--- config.mk ---
export PLATFORM = sky130hd
export DESIGN_NAME = dual_lane_adc_reader
export DESIGN_NICKNAME = d
export VERILOG_FILES = /design/src/rtl/dual_lane_adc_reader.sv
export SDC_FILE = /design/constraint.sdc
export NUM_CORES = 1
export LEC_CHECK = 0
export BUFFER_PORTS_ARGS = -buffer_cell sky130_fd_sc_hd__buf_2
export CAP_MARGIN = 10
export CORE_MARGIN = 4
export CORE_UTILIZATION = 40
export DETAILED_ROUTE_END_ITERATION = 6
export MAX_ROUTING_LAYER = met4
export RECOVER_POWER = 25
export SYNTH_ARGS = -nofsm -noshare
export SYNTH_HDL_FRONTEND = slang
export SYNTH_SLANG_ARGS = --single-unit
--- constraint.sdc ---
create_clock -name clk -period 2.8 [get_ports clk]
set_input_delay 0.56 -clock clk [delete_from_list [all_inputs] [get_ports clk]]
set_output_delay 0.56 -clock clk [all_outputs]
set_load 0.02 [all_outputs]
--- src/rtl/dual_lane_adc_reader.sv ---
module dual_lane_adc_reader #(
  parameter int CLK_DIV     = 4,
  parameter int CONV_LOW    = 4,
  parameter int TIMEOUT     = 1000,
  parameter int WORD_W      = 16,
  parameter int CH_PER_LANE = 4
) (
  input  logic clk,
  input  logic rst_n,
  input  logic start,
  input  logic busy,
  input  logic first_data,
  input  logic sdo_a,
  input  logic sdo_b,
  output logic conv_n,
  output logic cs_n,
  output logic sclk,
  output logic [2*CH_PER_LANE*WORD_W-1:0] words,
  output logic valid,
  output logic frame_err,
  output logic timeout_err
);
  localparam int HALF  = CLK_DIV / 2;
  localparam int FRAME = WORD_W * CH_PER_LANE;
  localparam int CW    = $clog2(TIMEOUT + CONV_LOW + CLK_DIV + 1);
  localparam int BW    = $clog2(FRAME + 1);

  typedef enum logic [2:0] {IDLE, CONV, WRISE, WFALL, READ, DONE} st_t;

  st_t              st;
  logic [CW-1:0]    cnt;
  logic [BW-1:0]    bcnt;
  logic [FRAME-1:0] sh_a, sh_b;
  logic [2*CH_PER_LANE*WORD_W-1:0] packed_w;

  wire tick      = (cnt == CW'(HALF - 1));
  wire cap       = (st == READ) && tick && !sclk;
  wire last      = (bcnt == BW'(FRAME - 1));
  wire fd_expect = (bcnt < BW'(WORD_W));
  wire to_hit    = (cnt == CW'(TIMEOUT - 1));

  assign conv_n = (st != CONV);
  assign cs_n   = (st != READ);

  for (genvar k = 0; k < CH_PER_LANE; k++) begin : g_pack
    assign packed_w[k*WORD_W +: WORD_W] =
      sh_a[FRAME-1-k*WORD_W -: WORD_W];
    assign packed_w[(k+CH_PER_LANE)*WORD_W +: WORD_W] =
      sh_b[FRAME-1-k*WORD_W -: WORD_W];
  end

  always_ff @(posedge clk or negedge rst_n) begin
    if (!rst_n) begin
      st          <= IDLE;
      cnt         <= '0;
      bcnt        <= '0;
      sclk        <= 1'b1;
      sh_a        <= '0;
      sh_b        <= '0;
      words       <= '0;
      valid       <= 1'b0;
      frame_err   <= 1'b0;
      timeout_err <= 1'b0;
    end else begin
      valid <= 1'b0;
      case (st)
        IDLE: begin
          cnt  <= '0;
          bcnt <= '0;
          sclk <= 1'b1;
          if (start) st <= CONV;
        end
        CONV: begin
          if (cnt == CW'(CONV_LOW - 1)) begin
            cnt <= '0;
            st  <= WRISE;
          end else cnt <= cnt + 1'b1;
        end
        WRISE: begin
          if (busy) begin
            cnt <= '0;
            st  <= WFALL;
          end else if (to_hit) begin
            timeout_err <= 1'b1;
            st          <= IDLE;
          end else cnt <= cnt + 1'b1;
        end
        WFALL: begin
          if (!busy) begin
            cnt <= '0;
            st  <= READ;
          end else if (to_hit) begin
            timeout_err <= 1'b1;
            st          <= IDLE;
          end else cnt <= cnt + 1'b1;
        end
        READ: begin
          if (tick) begin
            cnt  <= '0;
            sclk <= ~sclk;
          end else cnt <= cnt + 1'b1;
          if (cap) begin
            sh_a <= {sh_a[FRAME-2:0], sdo_a};
            sh_b <= {sh_b[FRAME-2:0], sdo_b};
            bcnt <= bcnt + 1'b1;
            if (first_data != fd_expect) frame_err <= 1'b1;
            if (last) st <= DONE;
          end
        end
        DONE: begin
          words <= packed_w;
          valid <= 1'b1;
          st    <= IDLE;
        end
        default: st <= IDLE;
      endcase
    end
  end
endmodule


# After elaboration in Yosys (flattened, before gate mapping)
# Index checks and enable logic that the tools add are counted.
dict set report totals {
  out_inout_bits 134
  elab_cells 69
  input_bits 7
  reg_bits 280
}
dict set report classes {
  n_eq_ne 19
  mux 23
  bitwise_logic 1
  reduce_logical 13
  n_lt_le_gt_ge 1
  n_addsub 2
}
# cell count
set ops {}
lappend ops {{10-bit two-way mux} 5}
lappend ops {{10-bit one-hot mux with 5 select lines} 1}
lappend ops {{3-bit two-way mux} 7}
lappend ops {{3-bit one-hot mux with 5 select lines} 1}
lappend ops {{2-bit inequality test (second input constant)} 7}
lappend ops {{7-bit one-hot mux with 2 select lines} 1}
lappend ops {{10-bit by 1-bit adder with 10-bit output (second input constant)} 1}
lappend ops {{10-bit by 1-bit equality test with 1-bit output (second input constant)} 1}
lappend ops {{10-bit equality test (second input constant)} 1}
lappend ops {{10-bit by 2-bit equality test with 1-bit output (second input constant)} 1}
lappend ops {{7-bit by 1-bit adder with 7-bit output (second input constant)} 1}
lappend ops {{7-bit by 6-bit equality test with 1-bit output (second input constant)} 1}
lappend ops {{7-bit by 5-bit less-than comparator with 1-bit output (second input constant)} 1}
lappend ops {{7-bit two-way mux} 1}
lappend ops {{3-bit by 2-bit equality test with 1-bit output (second input constant)} 2}
lappend ops {{3-bit equality test (second input constant)} 2}
lappend ops {{2-bit AND reduction} 3}
lappend ops {{3-bit AND reduction} 2}
lappend ops {{1-bit two-way mux} 5}
lappend ops {{5-bit nonzero test} 1}
lappend ops {{1-bit one-hot mux with 2 select lines} 2}
lappend ops {{4-bit AND reduction} 1}
lappend ops {{2-bit nonzero test} 2}
lappend ops {{3-bit by 1-bit equality test with 1-bit output (second input constant)} 1}
lappend ops {{other kinds (7)} 8}

# Longest topological paths before layout
# Gate-level depths: netlist of the first run.
dict set report depth {
  ltp_word 5
  depth_mapped 8
  ltp_nobuf 6
}

# Least setup slack after synthesis of the first run
# Ideal clock, no wire load.
dict set report synth_path {
  path_type {register -> register}
  start {register cnt[4]}
  end {register sh_a[57]}
  stages_incl_launch_ff 8
  slack_ns 0.787
  required_time_ns 2.673
  arrival_time_ns 1.886
  synth_period_minus_slack_ns 2.013
  path_buffers 3
  setup_ns 0.127
  cell_sequence {dfrtp_1 > buf_4 > nor4_4 > nand4_4 > nor2_8 > buf_12 > buf_8 > mux2_1}
}
dict set report synth_via {
  elab_chain_cells 4
}
# element line
set synth_lines {}
lappend synth_lines {{start, declared} 31} ;# logic [CW-1:0] cnt;
lappend synth_lines {{start signal, assigned} 77} ;# end else cnt <= cnt + 1'b1;
lappend synth_lines {{start signal, assigned} 86} ;# end else cnt <= cnt + 1'b1;
lappend synth_lines {{start signal, assigned} 95} ;# end else cnt <= cnt + 1'b1;
lappend synth_lines {{10-bit by 1-bit equality test with 1-bit output} 36} ;# wire tick = (cnt == CW'(HALF - 1));
lappend synth_lines {{1-bit logical AND (2 in a row)} 37} ;# wire cap = (st == READ) && tick && !sclk;
lappend synth_lines {{2-bit AND reduction (no line)} --}
lappend synth_lines {{end signal, assigned} 103} ;# sh_a <= {sh_a[FRAME-2:0], sdo_a};
lappend synth_lines {{end, declared} 33} ;# logic [FRAME-1:0] sh_a, sh_b;
# No other way between the ends.
# A chain may end at the register's enable or synchronous reset.

# Worst setup path in the final report of the first run
dict set report layout_path {
  start {register st[2]}
  end {output port cs_n}
}
dict set report layout_via {
  elab_chain_cells 1
}
# element line
set layout_lines {}
lappend layout_lines {{start, declared} 30} ;# st_t st;
lappend layout_lines {{start signal, assigned} 54} ;# st <= IDLE;
lappend layout_lines {{start signal, assigned} 71} ;# if (start) st <= CONV;
lappend layout_lines {{start signal, assigned} 76} ;# st <= WRISE;
lappend layout_lines {{3-bit inequality test} 43} ;# assign cs_n = (st != READ);
lappend layout_lines {{end, declared} 16} ;# output logic cs_n,
# No other way between the ends.

==> run metrics, run 1 <==
status=finished clean; P&R area growth vs syn=18.26%; final setup slack of the worst path=0.4233 ns; register area=0.007008 mm^2; grt ovf=0; setup tns final=0 ns; die area=0.03100 mm^2; YS warnings=0; Final Max Slew Viols=0; gp weighted congestion=0.8146; Starting Density=40.56%; Clock transition at path regs=0.06 ns; vias in the first global route=6411; kind of critical path=reg -> out; Cell Count, Final, Fillers Out=1245; crit path DAT=1.82 ns; root buffer cell=clkbuf_16; Post-Syn Area=0.01130 mm^2; share of cells above drive strength 1=52.71%; first drt pass iteration count=4; synth cell count leaders=dfrtp_1 (279), mux2_2 (181), mux2_4 (70); Pleak=7.012 nW; clock tree buffer depth=3; Die Width=176.1 um; count leader, synth=dfrtp_1; initial DRC count=240; placed cells=1191; drt via density=4.833; WP data required=2.24 ns; area of the multi-input gates=0.003975 mm^2; antenna-violating nets left=0; top_reg_cell synth=dfrtp_1; clk_lat worst skew=0.54 ns; Residual DRC=0; Mapped Nets=704; setup violators final=0; Core ar.=0.02786 mm^2; Final nets=856; pin count of the biggest net entering global routing=76; share of Yosys cell area claimed by the top area cell type=61.79%; Vert. Die Dim=176.1 um; area post-placement=0.01237 mm^2; Rows=61; Fillers=2479; IO Count=141; CTS buffer count=30; fin util=47.96%; Worst Skew=0.006139 ns; FMAX=420.8 MHz; gr usage total=13.49%; hold slack final=0.2561 ns; min Tclk post-route=2.377 ns; CTS tree=yes; first-pass GRT wire length=34.00 mm; Post-synth EDFFs=0; final worst-path cycle share=84.88%; worst slack, placed=0.5352 ns; Design Power=8.211 mW; critical path capture point type=primary output; PwrDens=614.5 mW/mm^2; Worst Path Max Fanout=12; FF+latch count, synth=280; diode count=0; synthesized area per cell=16.28 um^2; dpl hpwl=12.70 mm; IO Port Bufs=140; R2R Setup Slk=0.53 ns; Hold Path Class=in -> reg; post-synth cell types=53; Max-slew headroom=28.20%; final wirelength=20.06 mm; Least-Margin Pin Slew=1.077 ns; Max VDD drop=0.4794 mV; DR WL/cell=16.11 um; FFs w/ async S/R, synth=100.0%; Non-Filler Cell Area, Final=0.01336 mm^2; Worst setup SP type=flop; vias=6017; largest cells by area after synthesis=dfrtp_1 (62%), mux2_2 (18%), mux2_4 (9.3%); Synth area leader=dfrtp_1; max cap viols=0; RSZ-0062 raised after global routing=no; H-tree depth=1; initial antenna violation count=0; clock sinks=280; endpoints failing hold=0; sequential element share of the synthesized area=62.03%; Gate Count Post-Synth=694
-- power by group --
part           total, mW  internal (mW)  switching (mW)
registers           4.05           4.05               0
logic             0.0941         0.0125          0.0816
clock network       4.07           2.54            1.53
-- cell usage in the layout (no fill, tap or decap), types with 4 or more instances in the layout --
cell / synthesis / routed
o21ai_0: 5 / 5
nand3_1: 5 / 5
mux2_2: 181 / 181
bufinv_16: 0 / 4
clkbuf_16: 0 / 31
mux2_1: 6 / 6
nor3_1: 7 / 7
dfrtp_1: 279 / 279
nor2_1: 11 / 11
clkbuf_1: 5 / 13
buf_12: 8 / 5
nand2_1: 20 / 19
buf_2: 13 / 139
inv_1: 4 / 4
a21oi_1: 6 / 6
nand4_1: 4 / 4
mux2_4: 70 / 70
xnor2_1: 5 / 5
clkbuf_8: 0 / 6
-- path summary, 6_finish.rpt --
path                                  startpoint                     to  cells past startpoint
setup / recovery               st[2]$_DFFE_PN0P_                   cs_n                      3
hold / removal                             sdo_b    sh_b[0]$_DFFE_PN0P_                      2
setup reg to reg               st[2]$_DFFE_PN0P_   sh_b[63]$_DFFE_PN0P_                      5
max in group asynchronous                  rst_n   sh_b[47]$_DFFE_PN0P_                      3
min in group asynchronous                  rst_n  words[26]$_DFFE_PN0P_                      2
hold reg to reg            frame_err$_DFFE_PN0P_  frame_err$_DFFE_PN0P_                      1
-- registers in the layout, indices dropped and copies added, names as in the netlist --
name         flops
words          128
sh_a            64
sh_b            64
cnt             10
bcnt             7
st               3
frame_err        1
sclk             1
timeout_err      1
valid            1
-- layer usage --
metal | up-vias | part of all wire, % | wire length (um) | global-route usage, %
li1 | 2766 | - | - | -
met1 | 3098 | 48 | 9557 | 19.13
met2 | 126 | 44 | 8920 | 19.84
met3 | 27 | 6.2 | 1246 | 3.255
met4 | 0 | 1.6 | 330 | 3.184
met5 | - | 0 | 0 | -
-- timing repair --
| action | CTS | global route |
|---|---|---|
| gates resized for setup | 0 | 0 |
| setup buffers | 0 | 0 |
| hold buffers | 1 | 0 |
| endpoints found under the hold margin | 10 | 0 |
-- final cells by class --
type	instances	share of cell area, %
flip-flops and latches	280	52.45
clock inverters	6	0.9739
repair buffers	154	6.471
clock buffers	47	6.705
well taps	378	3.540
multi-input cells	376	29.75
inverters	4	0.1124
-- worst max-delay path, cell delays in order, from the launching register on --
cell     delay, ns
dfrtp_1       0.56
nor3b_2       0.39
inv_1         0.14
buf_2         0.19
-- cells by family after synthesis --
group	Yosys count	synth area share, %
AO/OA/AOI/OAI	34	2.137
XOR/XNOR	7	0.5426
adder cells (fa/ha/maj)	3	0.3323
buffers and inverters	38	2.857
flip-flops	280	62.03
multiplexers	260	28.21
AND/OR/NAND/NOR	72	3.898
No activity file was read; power rests on OpenSTA's default activity.
==> run 2, diff against run 1 <==
==> constraint.sdc (replaced) <==
create_clock -name clk -period 2.2 [get_ports clk]
set_input_delay 0.44 -clock clk [delete_from_list [all_inputs] [get_ports clk]]
set_output_delay 0.44 -clock clk [all_outputs]
set_load 0.02 [all_outputs]
==> run 2 against run 1 <==
- critical path type unchanged
- critical path depth did not move
- via count rose by 1.5%
- power rose by 28%
- final cell count rose by 2.0%
- final area rose by 2.5%
- sequential cell count did not move
- clock power rose by 29%
- global-route usage rose by 0.15 points
- first-iteration DRC count fell by 35%
- wire length rose by 2.3%
- count of clock-buffer cells in the layout fell by 3
- non-clock buffer count rose by 21
==> run metrics, run 2 (same netlist as run 1, synthesis figures left out) <==
gp weighted congestion=0.8038; Residual DRC=0; critical-path cell list=or3b_1 -> buf_4 -> buf_2; CTS buffer count=31; Largest Register=words; initial DRC count=156; hold path depth=2; Cell Count, Final, Fillers Out=1270; FMAX=464.6 MHz; kind of critical path=reg -> out; root buffer cell=clkbuf_16; gr usage total=13.64%; clock tree buffer depth=3; status=finished clean; clock sinks=280; grt ovf=0; Max stage delay on crit path=0.43 ns; switching share of total power=20.40%; crit path DAT=1.71 ns; first drt pass iteration count=4; Vert. Die Dim=176.1 um; Final nets=878; PwrDens=768.6 mW/mm^2; die area=0.03100 mm^2; antenna-violating nets left=0; clk_lat worst skew=0.54 ns; dpl hpwl=13.66 mm; vias in the first global route=6365; Rows=61; diode count=0; first-pass GRT wire length=34.24 mm; Max-slew headroom=1.565%; placed cells=1211; commonest non-fill, non-tap cell in the layout=dfrtp_1; Worst setup SP type=flop; Starting Density=40.56%; vias=6106; clock share of power=49.9%; WP data required=1.76 ns; Die Width=176.1 um; max cap viols=0; Pleak=7.176 nW; Final Max Slew Viols=0; DR WL/cell=16.15 um; Clock transition at path regs=0.06 ns; final wirelength=20.51 mm; final worst-path cycle share=97.84%; share of cells above drive strength 1=55.04%; drt via density=4.808; Worst Skew=0.009109 ns; RSZ-0062 raised after global routing=no; critical path capture point type=primary output; Core ar.=0.02786 mm^2; cells on worst reg2reg path=6; max reg flops=128; Least-Margin Pin Slew=1.477 ns; setup violators final=0; Pint=8.376 mW; initial antenna violation count=0; P&R area growth vs syn=21.16%; H-tree depth=1; setup tns final=0 ns; pin count of the biggest net entering global routing=57; Max VDD drop=0.4981 mV; CTS tree=yes; IO Port Bufs=140; endpoints failing hold=0; Comb power frac=1.2%; sequential fraction of design power=49.0%; IO Count=141; Hold Path Class=in -> reg; Net Switching=2.146 mW; commonest non-fill, non-tap cells in the layout=dfrtp_1 (278), mux2_2 (181), buf_2 (139); cell at the slowest stage of the critical path=dfrtp_1; min Tclk post-route=2.153 ns; hold slack final=0.1321 ns; Worst Path Max Fanout=4; biggest regs=words x128, sh_a x64, sh_b x64
## run 2: cell types whose count changed in the layout (fill, tap and decap cells not counted), sizes merged
cell and change:
clkinvlp +3, clkbuf -7, bufinv -1, inv +1
buf +25, clkinv +4
## run 2: path summary, 6_finish.rpt
check                                      start                    end  slack [ns]
max                            st[2]$_DFFE_PN0P_                 conv_n        0.05
min reg2reg                frame_err$_DFFE_PN0P_  frame_err$_DFFE_PN0P_        0.46
max reg2reg                   cnt[4]$_DFFE_PN0P_   sh_b[24]$_DFFE_PN0P_        0.12
max in group asynchronous                  rst_n       sclk$_DFFE_PN1P_        0.35
min in group asynchronous                  rst_n  words[27]$_DFFE_PN0P_        0.80
min                                        sdo_a    sh_a[0]$_DFFE_PN0P_        0.13
## run 2: area by class of cell
type / instances / area, um^2
fillers: 2460 / 14170
flip-flops and latches: 280 / 7009
multi-input cells: 376 / 3989
repair buffers: 175 / 1144
clock buffers: 44 / 904.6
well taps: 378 / 473.0
clock inverters: 13 / 155.1
inverters: 4 / 15.01
## run 2: critical path, delay by kind of cell (launching register included)
family	cells	cell delay (ns)
DFF	1	0.43
buffers and inverters	2	0.31
and+or+nand+nor	1	0.43
## run 2: power groups by stage
| stage | clock (mW) | sequential, mW | combinational [mW] |
|---|---|---|---|
| detailed placement | 0 | 5.24 | 0.138 |
| global route | 5.63 | 5.15 | 0.151 |
| global placement | 0 | 5.24 | 0.138 |
| floorplan | 0 | 5.25 | 0.00146 |
| CTS | 5.43 | 5.15 | 0.141 |
| finish | 5.25 | 5.15 | 0.126 |
## run 2: through the flow
step | cell area [um^2] | power, mW | worst slack [ns] | utilization [%]
global route | 13690 | 10.93 | 0.0005262 | 49.14
detailed placement | 12620 | 5.382 | 0.1009 | 45.29
CTS | 13690 | 10.72 | 0.01561 | 49.13
global placement | 12620 | 5.381 | 0.1361 | 45.29
floorplan | 11300 | 5.247 | 0.1870 | -
finish | 13690 | 10.52 | 0.04747 | 49.14
## run 2: metal layers
metal / part of all wire, % / global-route usage, %
met3: 4.4 / 2.891
met1: 48 / 19.19
met5: 0 / -
met4: 2.1 / 3.216
met2: 46 / 20.55
## run 2: repair_timing
action                                  CTS  global route
gates resized for setup                   0             3
hold buffers                              1             0
endpoints found under the setup margin    0            23
setup buffers                             0             1
hold endpoints to repair                 48             0
==> run 3, diff against run 2 <==
--- a/config.mk
+++ b/config.mk
@@ -5,6 +5,7 @@
 export SDC_FILE = /design/constraint.sdc
 export NUM_CORES = 1
 export LEC_CHECK = 0
+export ABC_AREA = 1
 export BUFFER_PORTS_ARGS = -buffer_cell sky130_fd_sc_hd__buf_2
 export CAP_MARGIN = 10
 export CORE_MARGIN = 4
==> run 3 against run 2 <==
- register-to-register slack improved by 0.23 ns
- clock skew fell by 0.0013 ns
- via count rose by 28%
- utilization fell by 0.57 points
- critical path depth rose by 2
- highest routed layer unchanged
==> run metrics, run 3 <==
commonest non-fill, non-tap cell in the layout=nand2_1; initial antenna violation count=0; FFs w/ async S/R, synth=100.0%; grt met3 use=3.053%; sequential fraction of design power=45.3%; Core ar.=0.02695 mm^2; Cell Count, Final, Fillers Out=1666; Pleak=6.283 nW; final worst-path cycle share=93.61%; synthesized area per cell=9.401 um^2; clock share of power=44.4%; Post-synth EDFFs=0; Worst setup SP type=flop; CTS tree=yes; max cap viols=0; Gate Count Post-Synth=1168; post-synth cell types=28; WP data required=1.76 ns; biggest regs=words x128, sh_a x64, sh_b x64; Mapped Nets=1178; largest cells by area after synthesis=dfrtp_1 (64%), nand2_1 (11%), o21ai_0 (6.6%); H-tree depth=1; clk_lat worst skew=0.54 ns; Hold Path Class=in -> reg; IO Port Bufs=140; drt via density=4.673; Final Max Slew Viols=0; first drt pass iteration count=6; Non-Filler Cell Area, Final=0.01309 mm^2; RSZ-0062 raised after global routing=no; Residual DRC=0; gr usage total=15.49%; gp weighted congestion=0.8466; endpoints failing hold=0; Reg-to-Reg Start=st[1]$_DFFE_PN0P_; met2 Track Usage GR=23.53%; IO Count=141; Max-slew headroom=14.51%; top_reg_cell synth=dfrtp_1; Post-Syn Area=0.01098 mm^2; Starting Density=40.74%; cells on worst reg2reg path=9; initial DRC count=585; die area=0.03017 mm^2; share of cells above drive strength 1=16.68%; vias in the first global route=7738; critical path capture point type=primary output; Largest Register=words; switching share of total power=25.27%; setup violators final=0; commonest non-fill, non-tap cells in the layout=nand2_1 (332), dfrtp_1 (279), inv_1 (151); vias=7786; kind of critical path=reg -> out; max reg flops=128; diode count=0; GRT busiest layer=met2; Worst Path Max Fanout=7; count leader, synth=nand2_1; Max VDD drop=0.6392 mV; area post-placement=0.01205 mm^2; grt ovf=0; Clock transition at path regs=0.06 ns; clock tree buffer depth=3; Synth area leader=dfrtp_1; pin count of the biggest net entering global routing=88; share of Yosys cell area claimed by the top area cell type=63.58%; PwrDens=907.3 mW/mm^2; placed cells=1610; dpl hpwl=14.98 mm; CP startpoint=st[1]$_DFFE_PN0P_; min Tclk post-route=2.059 ns; Pint=8.875 mW; Worst Skew=0.007793 ns; grt met1 use=21.90%; first-pass GRT wire length=38.87 mm; root buffer cell=clkbuf_16; Rows=60; FMAX=485.6 MHz; status=finished clean; worst setup path endpoint=cs_n; Die Width=173.7 um; Final nets=1313; synth cell count leaders=nand2_1 (332), dfrtp_1 (279), inv_1 (152); Least-Margin Pin Slew=1.282 ns; R2R Setup Slk=0.35 ns; Comb power frac=10.2%; Reg-to-Reg End=sh_a[60]$_DFFE_PN0P_; setup tns final=0 ns; clock sinks=280; P&R area growth vs syn=19.20%; crit path DAT=1.62 ns; YS warnings=0; DR WL/cell=13.54 um; FF+latch count, synth=280; final wirelength=22.55 mm; Net Switching=3.001 mW; sequential element share of the synthesized area=63.82%; Vert. Die Dim=173.7 um; CTS buffer count=30; antenna-violating nets left=0
==> run 3: cell types whose count changed in the layout (fill, tap and decap cells not counted), moves of 10 or more <==
cell	change
buf_4	-13
inv_1	+147
mux2_2	-181
mux2_4	-70
nand2_1	+313
nand3_1	+10
nor2_1	+17
o21ai_0	+139
o21ai_1	+123
==> run 3: cell families after synthesis <==
group                      synth area share (%)
buffers and inverters                     8.295
DFF                                       63.82
adders and majority gates                0.3419
and+or+nand+nor                           14.31
muxes                                   0.09116
AOI/OAI and AO/OA                         12.50
xor gates and xnor gates                 0.6381
==> run 3: how the worst min path moves through the flow <==
stage | slack, ns | cells after the start | to | from
6_report | 0.11 | 3 | sh_b[0]$_DFFE_PN0P_ | sdo_b
5_1_grt | 0.11 | 3 | sh_b[0]$_DFFE_PN0P_ | sdo_b
4_1_cts | 0.08 | 3 | sh_b[0]$_DFFE_PN0P_ | sdo_b
3_5_place_dp | 0.39 | 1 | words[21]$_DFFE_PN0P_ | rst_n
3_3_place_gp | 0.39 | 1 | words[21]$_DFFE_PN0P_ | rst_n
2_1_floorplan | 0.14 | 0 | bcnt[0]$_DFFE_PN0P_ | rst_n
==> run 3: metrics by stage <==
stage	hold WS (ns)	setup WS, ns	util, %	total power [mW]
CTS	0.08044	0.02451	48.70	12.08
detailed placement	0.3867	0.4165	44.70	6.707
global route	0.1053	0.04650	48.57	12.44
global placement	0.3856	0.4659	44.70	6.692
finish	0.1073	0.1407	48.57	11.88
floorplan	0.1444	0.7397	-	6.246
==> run 3: critical path: stages (launching register included) <==
cell	delay [ns]
dfrtp_1	0.44
nor2_2	0.17
inv_2	0.07
nor2_4	0.12
inv_2	0.10
buf_2	0.18
==> run 3: layout make-up <==
class                           instances  area, um^2
Clock buffer                           46       942.2
Clock inverter                          8       118.9
Fill cell                            2557       13860
Inverter                              155       586.8
Multi-Input combinational cell        677        3067
Sequential cell                       280        7008
Tap cell                              341       426.7
Timing Repair Buffer                  159       939.7
==> run 3: timing repair <==
item                       4_1_cts  5_1_grt
hold endpoints to repair        44        0
resized for setup                1        1
pin swaps                        1        0
buffers inserted                 1        0
hold buffers                     1        0
setup endpoints to repair        1        1
==> run 3: metal layers <==
metal | routed length [um] | up-vias | share of wire, %
li1 | - | 3942 | -
met1 | 11080 | 3664 | 49
met2 | 10030 | 152 | 44
met3 | 1111 | 28 | 4.9
met4 | 335 | 0 | 1.5
met5 | 0 | - | 0
==> run 3: power by group through the flow <==
stage	clock (mW)	combinational, mW	sequential, mW
final	5.28	1.21	5.38
after CTS	5.45	1.24	5.38
after floorplan	0	0.731	5.52
after detailed placement	0	1.23	5.47
after global placement	0	1.22	5.47
after global routing	5.67	1.38	5.39
